==> config.mk <==
export PLATFORM = sky130hd
export DESIGN_NAME = quad_dac_regbank
export DESIGN_NICKNAME = d
export VERILOG_FILES = /design/src/rtl/quad_dac_pkg.sv /design/src/rtl/quad_dac_decode.sv /design/src/rtl/quad_dac_ctrl.sv /design/src/rtl/quad_dac_range.sv /design/src/rtl/quad_dac_chan.sv /design/src/rtl/quad_dac_regbank.sv
export SDC_FILE = /design/constraint.sdc
export NUM_CORES = 1
export LEC_CHECK = 0
export ABC_AREA = 1
export BUFFER_PORTS_ARGS = -buffer_cell sky130_fd_sc_hd__buf_2
export CAP_MARGIN = 20
export CORE_UTILIZATION = 35
export CTS_BUF_LIST = sky130_fd_sc_hd__clkbuf_4 sky130_fd_sc_hd__clkbuf_8 sky130_fd_sc_hd__clkbuf_16
export CTS_CLUSTER_DIAMETER = 40
export CTS_CLUSTER_SIZE = 16
export DETAILED_ROUTE_END_ITERATION = 8
export PLACE_DENSITY_LB_ADDON = 0.15
export SETUP_SLACK_MARGIN = 0.02
export SYNTH_ARGS = -nofsm -noshare
export SYNTH_HDL_FRONTEND = slang
export SYNTH_SLANG_ARGS = --single-unit
export TNS_END_PERCENT = 10
==> constraint.sdc <==
create_clock -name clk -period 3.2 [get_ports clk]
set_clock_uncertainty 0.2 [all_clocks]
set_input_delay 0.32 -clock clk [delete_from_list [all_inputs] [get_ports clk]]
set_output_delay 0.32 -clock clk [all_outputs]
set_load 0.03 [all_outputs]
==> src/rtl/quad_dac_pkg.sv <==
// Shared constants and helpers for the four-channel DAC register bank.
// Assumes byte offsets on the bus and 16-bit write data.
package quad_dac_pkg;
    localparam int NCH     = 4;
    localparam int DW      = 12;
    localparam int BW      = 16;
    localparam int AW      = 8;

    localparam logic [AW-1:0] OFS_CTRL   = 8'h02;  // control write, code commit read
    localparam logic [AW-1:0] OFS_RANGE  = 8'h12;  // range write, range commit read
    localparam logic [AW-1:0] OFS_CODE0  = 8'h14;  // channel n at OFS_CODE0 + 2n

    localparam int CTRL_EN_BIT  = 1;
    localparam int CTRL_BUF_BIT = 0;
    localparam int POL_TOP      = 7;   // channel n polarity at POL_TOP - n
    localparam int GAIN_TOP     = 11;  // channel n gain at GAIN_TOP - n

    // Byte offset of channel n's code register.
    function automatic logic [AW-1:0] code_ofs(input int n);
        return OFS_CODE0 + AW'(2 * n);
    endfunction

    // True when the offset selects any channel code register.
    function automatic logic is_code_ofs(input logic [AW-1:0] a);
        logic hit;
        hit = 1'b0;
        for (int n = 0; n < NCH; n++) begin
            if (a == code_ofs(n)) hit = 1'b1;
        end
        return hit;
    endfunction
endpackage

==> src/rtl/quad_dac_decode.sv <==
// Address decode: turns single-cycle bus strobes into register write
// enables and commit pulses. Purely combinational; assumes at most one
// access per cycle on the shared address.
module quad_dac_decode
    import quad_dac_pkg::*;
(
    input  logic           bus_wr,
    input  logic           bus_rd,
    input  logic [AW-1:0]  bus_addr,
    output logic           ctrl_we,
    output logic           range_we,
    output logic           range_commit,
    output logic           code_commit,
    output logic [NCH-1:0] code_we
);
    // Control and range offsets decode.
    always_comb begin
        ctrl_we      = bus_wr && (bus_addr == OFS_CTRL);
        range_we     = bus_wr && (bus_addr == OFS_RANGE);
        range_commit = bus_rd && (bus_addr == OFS_RANGE);
        code_commit  = bus_rd && (bus_addr == OFS_CTRL);
    end

    // One write enable per channel code register.
    for (genvar n = 0; n < NCH; n++) begin : g_code_dec
        assign code_we[n] = bus_wr && (bus_addr == code_ofs(n));
    end
endmodule

==> src/rtl/quad_dac_ctrl.sv <==
// Control word: bank enable and buffered-update select.
// Cleared by synchronous active-low reset.
module quad_dac_ctrl
    import quad_dac_pkg::*;
(
    input  logic          clk,
    input  logic          rst_n,
    input  logic          ctrl_we,
    input  logic [BW-1:0] wdata,
    output logic          bank_en,
    output logic          buffered
);
    // Capture the two control bits on a control write.
    always_ff @(posedge clk) begin
        if (!rst_n) begin
            bank_en  <= 1'b0;
            buffered <= 1'b0;
        end else if (ctrl_we) begin
            bank_en  <= wdata[CTRL_EN_BIT];
            buffered <= wdata[CTRL_BUF_BIT];
        end
    end
endmodule

==> src/rtl/quad_dac_range.sv <==
// Shadow and active range word. Channel n's polarity and gain come
// from reversed bit positions. Only the commit strobe moves the shadow
// to active. Assumes the active copy is forced to zero while disabled.
module quad_dac_range
    import quad_dac_pkg::*;
(
    input  logic           clk,
    input  logic           rst_n,
    input  logic           bank_en,
    input  logic           range_we,
    input  logic           range_commit,
    input  logic [BW-1:0]  wdata,
    output logic [NCH-1:0] bipolar,
    output logic [NCH-1:0] gain
);
    logic [NCH-1:0] sh_pol, sh_gain, act_pol, act_gain;
    logic [NCH-1:0] in_pol, in_gain;

    // Pick each channel's bits out of the reversed field layout.
    for (genvar n = 0; n < NCH; n++) begin : g_pick
        assign in_pol[n]  = wdata[POL_TOP - n];
        assign in_gain[n] = wdata[GAIN_TOP - n];
    end

    // Shadow range word, loaded by a host write.
    always_ff @(posedge clk) begin
        if (!rst_n) begin
            sh_pol  <= '0;
            sh_gain <= '0;
        end else if (range_we) begin
            sh_pol  <= in_pol;
            sh_gain <= in_gain;
        end
    end

    // Active range word: cleared while disabled, else loaded on commit.
    always_ff @(posedge clk) begin
        if (!rst_n || !bank_en) begin
            act_pol  <= '0;
            act_gain <= '0;
        end else if (range_commit) begin
            act_pol  <= sh_pol;
            act_gain <= sh_gain;
        end
    end

    assign bipolar = bank_en ? act_pol  : '0;
    assign gain    = bank_en ? act_gain : '0;
endmodule

==> src/rtl/quad_dac_chan.sv <==
// One channel: a shadow code register and an active code register.
// In immediate mode a write goes straight through, and it takes
// priority over a simultaneous bulk commit. Upper write bits are dropped.
module quad_dac_chan
    import quad_dac_pkg::*;
(
    input  logic          clk,
    input  logic          rst_n,
    input  logic          bank_en,
    input  logic          buffered,
    input  logic          code_we,
    input  logic          code_commit,
    input  logic [DW-1:0] wcode,
    output logic [DW-1:0] code
);
    logic [DW-1:0] sh_code, act_code;

    // Shadow code, written by the host in any mode.
    always_ff @(posedge clk) begin
        if (!rst_n)       sh_code <= '0;
        else if (code_we) sh_code <= wcode;
    end

    // Active code: cleared while disabled, immediate write, or bulk commit.
    always_ff @(posedge clk) begin
        if (!rst_n || !bank_en)         act_code <= '0;
        else if (code_we && !buffered)  act_code <= wcode;
        else if (code_commit)           act_code <= sh_code;
    end

    assign code = bank_en ? act_code : '0;
endmodule

==> src/rtl/quad_dac_regbank.sv <==
// Top of the four-channel double-buffered DAC register bank. Writes
// load shadow registers. A read of the control offset commits all codes,
// and a read of the range offset commits polarity and gain.
// Assumes single-cycle strobes and a synchronous active-low reset.
module quad_dac_regbank
    import quad_dac_pkg::*;
(
    input  logic              clk,
    input  logic              rst_n,
    input  logic              bus_wr,
    input  logic              bus_rd,
    input  logic [AW-1:0]     bus_addr,
    input  logic [BW-1:0]     bus_wdata,
    output logic [NCH*DW-1:0] dac_code,
    output logic [NCH-1:0]    dac_bipolar,
    output logic [NCH-1:0]    dac_gain
);
    logic           ctrl_we, range_we, range_commit, code_commit;
    logic [NCH-1:0] code_we;
    logic           bank_en, buffered;
    logic           unused_wdata;

    assign unused_wdata = ^bus_wdata[BW-1:DW];

    quad_dac_decode u_dec (
        .bus_wr       (bus_wr),
        .bus_rd       (bus_rd),
        .bus_addr     (bus_addr),
        .ctrl_we      (ctrl_we),
        .range_we     (range_we),
        .range_commit (range_commit),
        .code_commit  (code_commit),
        .code_we      (code_we)
    );

    quad_dac_ctrl u_ctrl (
        .clk      (clk),
        .rst_n    (rst_n),
        .ctrl_we  (ctrl_we),
        .wdata    (bus_wdata),
        .bank_en  (bank_en),
        .buffered (buffered)
    );

    quad_dac_range u_range (
        .clk          (clk),
        .rst_n        (rst_n),
        .bank_en      (bank_en),
        .range_we     (range_we),
        .range_commit (range_commit),
        .wdata        (bus_wdata),
        .bipolar      (dac_bipolar),
        .gain         (dac_gain)
    );

    // One channel slice per converter.
    for (genvar n = 0; n < NCH; n++) begin : g_chan
        quad_dac_chan u_chan (
            .clk         (clk),
            .rst_n       (rst_n),
            .bank_en     (bank_en),
            .buffered    (buffered),
            .code_we     (code_we[n]),
            .code_commit (code_commit),
            .wcode       (bus_wdata[DW-1:0]),
            .code        (dac_code[n*DW +: DW])
        );
    end
endmodule

# After elaboration in Yosys (flattened, before gate mapping)
# Cells that the tools add are included.
# Widths: inputs -> output; s select.
# op_classes
muxes,14
n_reduce_logical,20
eq_ne,6
# op_table
operator,count
$mux 12,12
$eq 8x5->1 const B,5
$logic_and 1x1->1,12
$eq 8x2->1 const B,1
$mux 4,2
$reduce_bool 2->1,4
$logic_not 1->1,3
$logic_or 1x1->1,1
# word_totals
reg_bits,114
out_inout_bits,56
input_bits,28

# Logic depth before layout (Yosys ltp)
# Gate-level depths: netlist of run 1.
# depth
ltp_word,4
ltp_mapped,9

# Modules after synthesis
# A second synthesis of run 1 with hierarchy kept.
# unflattened
cells_unflattened,848
area_unflattened_um2,5785.5
# by_module_without_submodules
mod,n_inst,area_per_inst_um2,cells_per_inst,seq_area_each_um2
quad_dac_chan,4,1236.2,179,480.5
quad_dac_range,1,615.6,85,320.3
quad_dac_decode,1,147.6,35,0.0
quad_dac_ctrl,1,77.6,12,40.0

# Least setup slack after synthesis of run 1
# OpenSTA, ideal clock, no wires.
# synth_timing
path_kind,flip-flop to output port
start,register u_ctrl.bank_en
end,output dac_bipolar[0]
n_path_buf,2
arrival_time_ps,1167
stages_incl_launch_ff,5
t_required_ps,2680
path_slack_ps,1513
cell_sequence,dfxtp_1 -> clkbuf_1 -> buf_1 -> nand2_1 -> inv_1
# synth_between
elab_chain_cells,1
# synth_lines
element,line_no,text
from (decl),quad_dac_ctrl.sv:10,"output logic bank_en,"
from (signal assigned),quad_dac_ctrl.sv:19,bank_en <= wdata[CTRL_EN_BIT];
$mux 4,quad_dac_range.sv:47,assign bipolar = bank_en ? act_pol : '0;
to (decl),quad_dac_regbank.sv:15,"output logic [NCH-1:0] dac_bipolar,"
# No other way between the ends.

# Worst setup path in the final report of run 1
# layout_timing
start,register u_ctrl.bank_en
end,output dac_code[13]
# layout_between
elab_chain_cells,1
# layout_lines
element,line_no,text
$mux 12,quad_dac_chan.sv:31,assign code = bank_en ? act_code : '0;
to (decl),quad_dac_regbank.sv:14,"output logic [NCH*DW-1:0] dac_code,"
# No other way between the ends.

==> impl_metrics.csv, run 1 <==
group,metric,value,unit
run_status,status,"completed",
synth,ys_types,21,
worst_hold_path,hp-class,"in -> reg",
synth,syn_area_per_cell,6.64,um2
sta,min_period,2.40,ns
route,drt_pass1_iterations,7,
grt,antenna_found_initial,0,
sta,holdWs,0.0631,ns
grt,grt_util_all_layers,20.4,%
sta,hold_viol,0,
pwr,ir_drop,0.000339,V
grt,met2_usage,30.9,%
layout,nNetsFinal,919,
die,core-area,15400,um2
worst_setup_path,critical_path_class,"reg -> out",
worst_setup_path,cp_max_fo,30,
clock_network,clock-sinks,114,
die,boundaryPins,84,
route,avgRoutedWirePerCell,14.5,um
route,final_antenna_net_count,0,
layout,layout-drive-gt1-share,16.5,%
die,die_x,129,um
pwr,leakage,0.00339,uW
flow_run,maxCapViolCount,0,
grt,grt_pass1_wl,25800,um
die,start_util,36.4,%
clock_network,cts_setup_buffers,0,
place,portBuffers,79,
worst_setup_path,path_buf_inv,3,
grt,grt_max_degree,59,
route,drt_iter0_drc,332,
clock_network,cts_buffer_depth,2,
pwr,p_per_area,527,nW/um2
route,via_count,5449,
worst_setup_path,cp.required,2.68,ns
sta,rsz0062_at_grt,"no",
place,hpwl,9910,um
sta,max_freq,416,MHz
route,wl,16100,um
die,dieArea,16600,um2
clock_network,htree_levels,4,
route,drc,0,
grt,top_usage_layer,"met2",
synth,ys_seq_area_share,40.6,%
sta,setup_viol,0,
route,vias_per_cell,4.89,
sta,worstMarginPinSlew,0.618,ns
grt,grtUsageMet3,4.28,%
sta,slew_viol_final,0,
clock_network,clock_latency,0.41,ns
grt,overflow,0,
die,die_height,129,um
sta,fin_setup_tns,0,ns
synth,ys_seq_elements,114,
synth,ys_warn_count,0,
worst_setup_path,end_kind,"output port",
grt,grt_pass1_vias,4757,
synth,syn_inst,847,
sta,fin_crit_sh,75.1,%
layout,area_growth,19.1,%
clock_network,cts_made_buffers,17,
clock_network,ctsResizeCount,0,
layout,diodes,0,
clock_network,cts.clk_slew.worst_paths,0.05,ns
worst_setup_path,path_cells,"buf_4, nand2_1, inv_1, buf_2",
worst_setup_path,max_stage_delay,0.72,ns
clock_network,cts_hold_buf,0,
sta,relSlewSlack,58.7,%
synth,syn_nets,875,
place,routabilityCongestion,0.771,
synth,netlist_area,5620,um2
die,rows,45,
clock_network,clockRootBuffer,"clkbuf_16",
worst_setup_path,start_kind,"register",
grt,grtUsageMet1,28.3,%
clock_network,cts_tree,"yes",
worst_setup_path,cp.arrival,1.88,ns
worst_setup_path,cp_top_family,"flip-flops",
worst_setup_path,cp_slowest_cell,"dfxtp_2",
cell type report:
class	instances	area (um2)
fillers	1716	8730
well taps	211	264
multi-input cells	530	2510
flip-flops and latches	114	2280
clock inverters	3	65.1
inverters	132	495
clock buffers	29	559
repair buffers	96	523
cells by family after synthesis:
logic type	share of synthesized area (%)
simple gates	33.8
compound gates	10.7
buf+inv	14.9
flops	40.6
worst min-delay path, cell delays in order:
cell     delay (ns)
buf_2          0.15
a21oi_1        0.08
nor2_1         0.09
per-stage QoR:
step | util [%] | instance area, um2 | power, uW | std cells | worst slack [ns]
CTS | 43.4 | 6700 | 3570 | 1115 | 0.724
global route | 43.4 | 6700 | 3640 | 1115 | 0.588
detailed placement | 39.4 | 6070 | 1580 | 1083 | 0.950
floorplan | - | 5620 | 1530 | 847 | 1.51
finish | 43.4 | 6700 | 3530 | 1115 | 0.795
global placement | 39.4 | 6070 | 1580 | 1083 | 0.997
routing by layer:
layer  part of all wire (%)  up-vias
li1                       -     2793
met1                     49     2487
met2                     44      147
met3                    5.6       22
met4                    2.0        0
met5                      0        -
power breakdown:
| group | internal (uW) | switching [uW] | total, uW |
|---|---|---|---|
| logic | 28.8 | 103 | 132 |
| clock network | 1330 | 643 | 1980 |
| registers | 1420 | 1.07 | 1420 |
cells in the mapped netlist:
cell / number / area share, %
a21oi_1: 54 / 4.8
buf_1: 7 / 0.47
buf_2: 19 / 1.7
buf_4: 9 / 1.2
buf_6: 2 / 0.40
clkbuf_1: 31 / 2.1
clkbuf_2: 3 / 0.27
dfxtp_1: 114 / 41
inv_1: 128 / 8.5
inv_2: 4 / 0.27
nand2_1: 117 / 7.8
nand2_2: 2 / 0.22
nand3_1: 118 / 11
nand3_2: 6 / 1.1
nand3_4: 1 / 0.31
nand4_1: 48 / 5.3
nor2_1: 111 / 7.4
nor2_2: 3 / 0.33
nor2_4: 4 / 0.80
o21ai_0: 54 / 4.8
o21ai_1: 12 / 1.1
flip-flops by register name, indices dropped and copies added (netlist names):
name / flops
u_ctrl.bank_en: 1
u_range.act_pol: 4
u_ctrl.buffered: 1
u_range.sh_gain: 4
g_chan.u_chan.act_code: 48
g_chan.u_chan.sh_code: 48
u_range.sh_pol: 4
u_range.act_gain: 4
placed cells by master, fill, tap and decap left out, drive strengths merged:
cell	count
dfxtp	114
buf	96
nand4	48
inv	132
nand3	125
o21ai	66
nor2	118
bufinv	2
clkbuf	29
clkinv	1
a21oi	54
nand2	119
path summary, 6_finish.rpt:
check	startpoint	endpoint	slack, ns	depth (start not counted)
max	u_ctrl.bank_en$_SDFFE_PN0P_	dac_code[13]	0.80	4
min	bus_wr	u_ctrl.bank_en$_SDFFE_PN0P_	0.06	3
max reg2reg	u_ctrl.bank_en$_SDFFE_PN0P_	g_chan[0].u_chan.act_code[3]$_SDFFE_PP0P_	1.26	5
min reg2reg	u_range.act_pol[3]$_SDFFE_PP0P_	u_range.act_pol[3]$_SDFFE_PP0P_	0.24	2
Note: power is estimated with default switching activity, not from simulation.
==> run 2: changes to the inputs <==
==> constraint.sdc (replaced) <==
create_clock -name clk -period 2.1 [get_ports clk]
set_clock_uncertainty 0.2 [all_clocks]
set_input_delay 0.21 -clock clk [delete_from_list [all_inputs] [get_ports clk]]
set_output_delay 0.21 -clock clk [all_outputs]
set_load 0.03 [all_outputs]
==> impl_metrics.csv, run 2 (synthesized netlist as in run 1, its figures left out) <==
group,metric,value,unit
pwr,ir_drop,0.000533,V
clock_network,clockRootBuffer,"clkbuf_16",
worst_setup_path,critical_path_class,"in -> reg",
grt,grt_util_all_layers,20.7,%
grt,grt_pass1_wl,26200,um
route,drt_pass1_iterations,5,
route,final_antenna_net_count,0,
worst_setup_path,end_kind,"register",
sta,slew_viol_final,0,
worst_setup_path,reg2reg_depth,6,
die,start_util,36.4,%
clock_network,clock-sinks,114,
die,core-area,15400,um2
clock_network,htree_levels,4,
route,drt_iter0_drc,354,
clock_network,cts_buffer_depth,2,
worst_hold_path,hp-class,"in -> reg",
sta,fin_crit_sh,90.1,%
layout,seqCellArea,2290,um2
route,vias_per_cell,4.84,
route,wl,16500,um
grt,grt_max_degree,52,
sta,holdWs,0.0259,ns
worst_setup_path,cp.arrival,2.01,ns
layout,diodes,0,
layout,area_growth,21.1,%
clock_network,cts_tree,"yes",
layout,num-fill-cells,1706,
die,boundaryPins,84,
place,portBuffers,79,
place,hpwl,10100,um
grt,antenna_found_initial,0,
layout,layout_commonest_cell,"inv_1",
run_status,status,"completed",
sta,max_freq,529,MHz
sta,fin_setup_tns,0,ns
sta,min_period,1.89,ns
sta,rsz0062_at_grt,"no",
worst_setup_path,path_cells,"dlygate4sd3_1, buf_2, nand3_2, nor2_4, nand3_2, nand3_1, nand3_1, nand2_1, inv_1",
clock_network,cts.clk_slew.worst_paths,0.05,ns
place,routabilityCongestion,0.762,
layout,final_cell_mix,"inv_1, nand3_1, nand2_1, dfxtp_1, nor2_1",
die,die_x,129,um
grt,overflow,0,
die,rows,45,
clock_network,clock_latency,0.41,ns
pwr,totalPowerFinal,5450,uW
sta,worstMarginPinSlew,0.599,ns
layout,design_area,6810,um2
sta,setup_viol,0,
sta,relSlewSlack,59.9,%
route,via_count,5430,
place,dpl_cell_area,6160,um2
grt,grt_pass1_vias,4857,
flow_run,maxCapViolCount,0,
worst_setup_path,max_stage_delay,0.53,ns
worst_setup_path,cp_slowest_cell,"dlygate4sd3_1",
worst_hold_path,whs_path_depth,3,
layout,multi_input_area,2510,um2
layout,nNetsFinal,925,
clock_network,cts_made_buffers,17,
layout,finalNonFillerCells,1121,
pwr,p_per_area,801,nW/um2
clock_network,cts_setup_buffers,0,
pwr,leakage,0.00343,uW
layout,layout-drive-gt1-share,16.9,%
die,dieArea,16600,um2
worst_setup_path,cp_max_fo,12,
layout,top_regs,"g_chan.u_chan.act_code: 48 flops, g_chan.u_chan.sh_code: 48 flops",
route,avgRoutedWirePerCell,14.7,um
die,die_height,129,um
place,place_inst,1088,
worst_setup_path,start_kind,"input port",
worst_setup_path,cp.required,2.21,ns
route,drc,0,
sta,hold_viol,0,
==> run 2: where the power goes <==
part	leakage (uW)	switching (uW)	internal (uW)	total (uW)
Combinational	0.00220	160	50.0	210
Clock	0.000308	1010	2060	3080
Sequential	0.000919	1.43	2170	2170
Total	0.00343	1170	4280	5450
==> run 2: routing by layer <==
layer	GRT usage, %	part of all wire, %
met5	0	0
met2	33.3	46
met3	4.99	5.3
met4	6.57	1.0
met1	27.3	48
==> run 2: worst paths after layout <==
| kind | start | endpoint | slack, ns |
|---|---|---|---|
| setup / recovery | bus_wr | g_chan[3].u_chan.act_code[3]$_SDFFE_PP0P_ | 0.21 |
| hold / removal | bus_wdata[3] | g_chan[1].u_chan.sh_code[3]$_SDFFE_PN0P_ | 0.03 |
| setup reg to reg | u_ctrl.buffered$_SDFFE_PN0P_ | g_chan[3].u_chan.act_code[3]$_SDFFE_PP0P_ | 0.39 |
| hold reg to reg | u_range.sh_pol[3]$_SDFFE_PN0P_ | u_range.sh_pol[3]$_SDFFE_PN0P_ | 0.24 |
==> run 2: area by class of cell <==
| class | instances | area share (%) |
|---|---|---|
| Inverter | 132 | 7.28 |
| Tap cell | 211 | 3.88 |
| Timing Repair Buffer | 102 | 9.11 |
| Sequential cell | 114 | 33.6 |
| Multi-Input combinational cell | 530 | 36.8 |
| Clock inverter | 8 | 1.80 |
| Clock buffer | 24 | 7.57 |
==> run 2: repair_timing <==
| action | 4_1_cts | 5_1_grt |
|---|---|---|
| setup endpoints to repair | 0 | 13 |
| hold buffers | 1 | 0 |
| gates resized for setup | 0 | 1 |
| hold endpoints to repair | 2 | 0 |
==> run 2: critical path: cells and delay by family <==
family	cells	cell delay (ns)
AND/OR/NAND/NOR	6	1.04
buffers and inverters	3	0.74
==> run 2: stage by stage <==
stage	setup slack (ns)	utilization, %
after floorplan	0.523	-
after detailed placement	0.259	39.9
final	0.208	44.1
after global placement	0.264	39.9
after CTS	0.0747	44.1
after global routing	0.0574	44.1
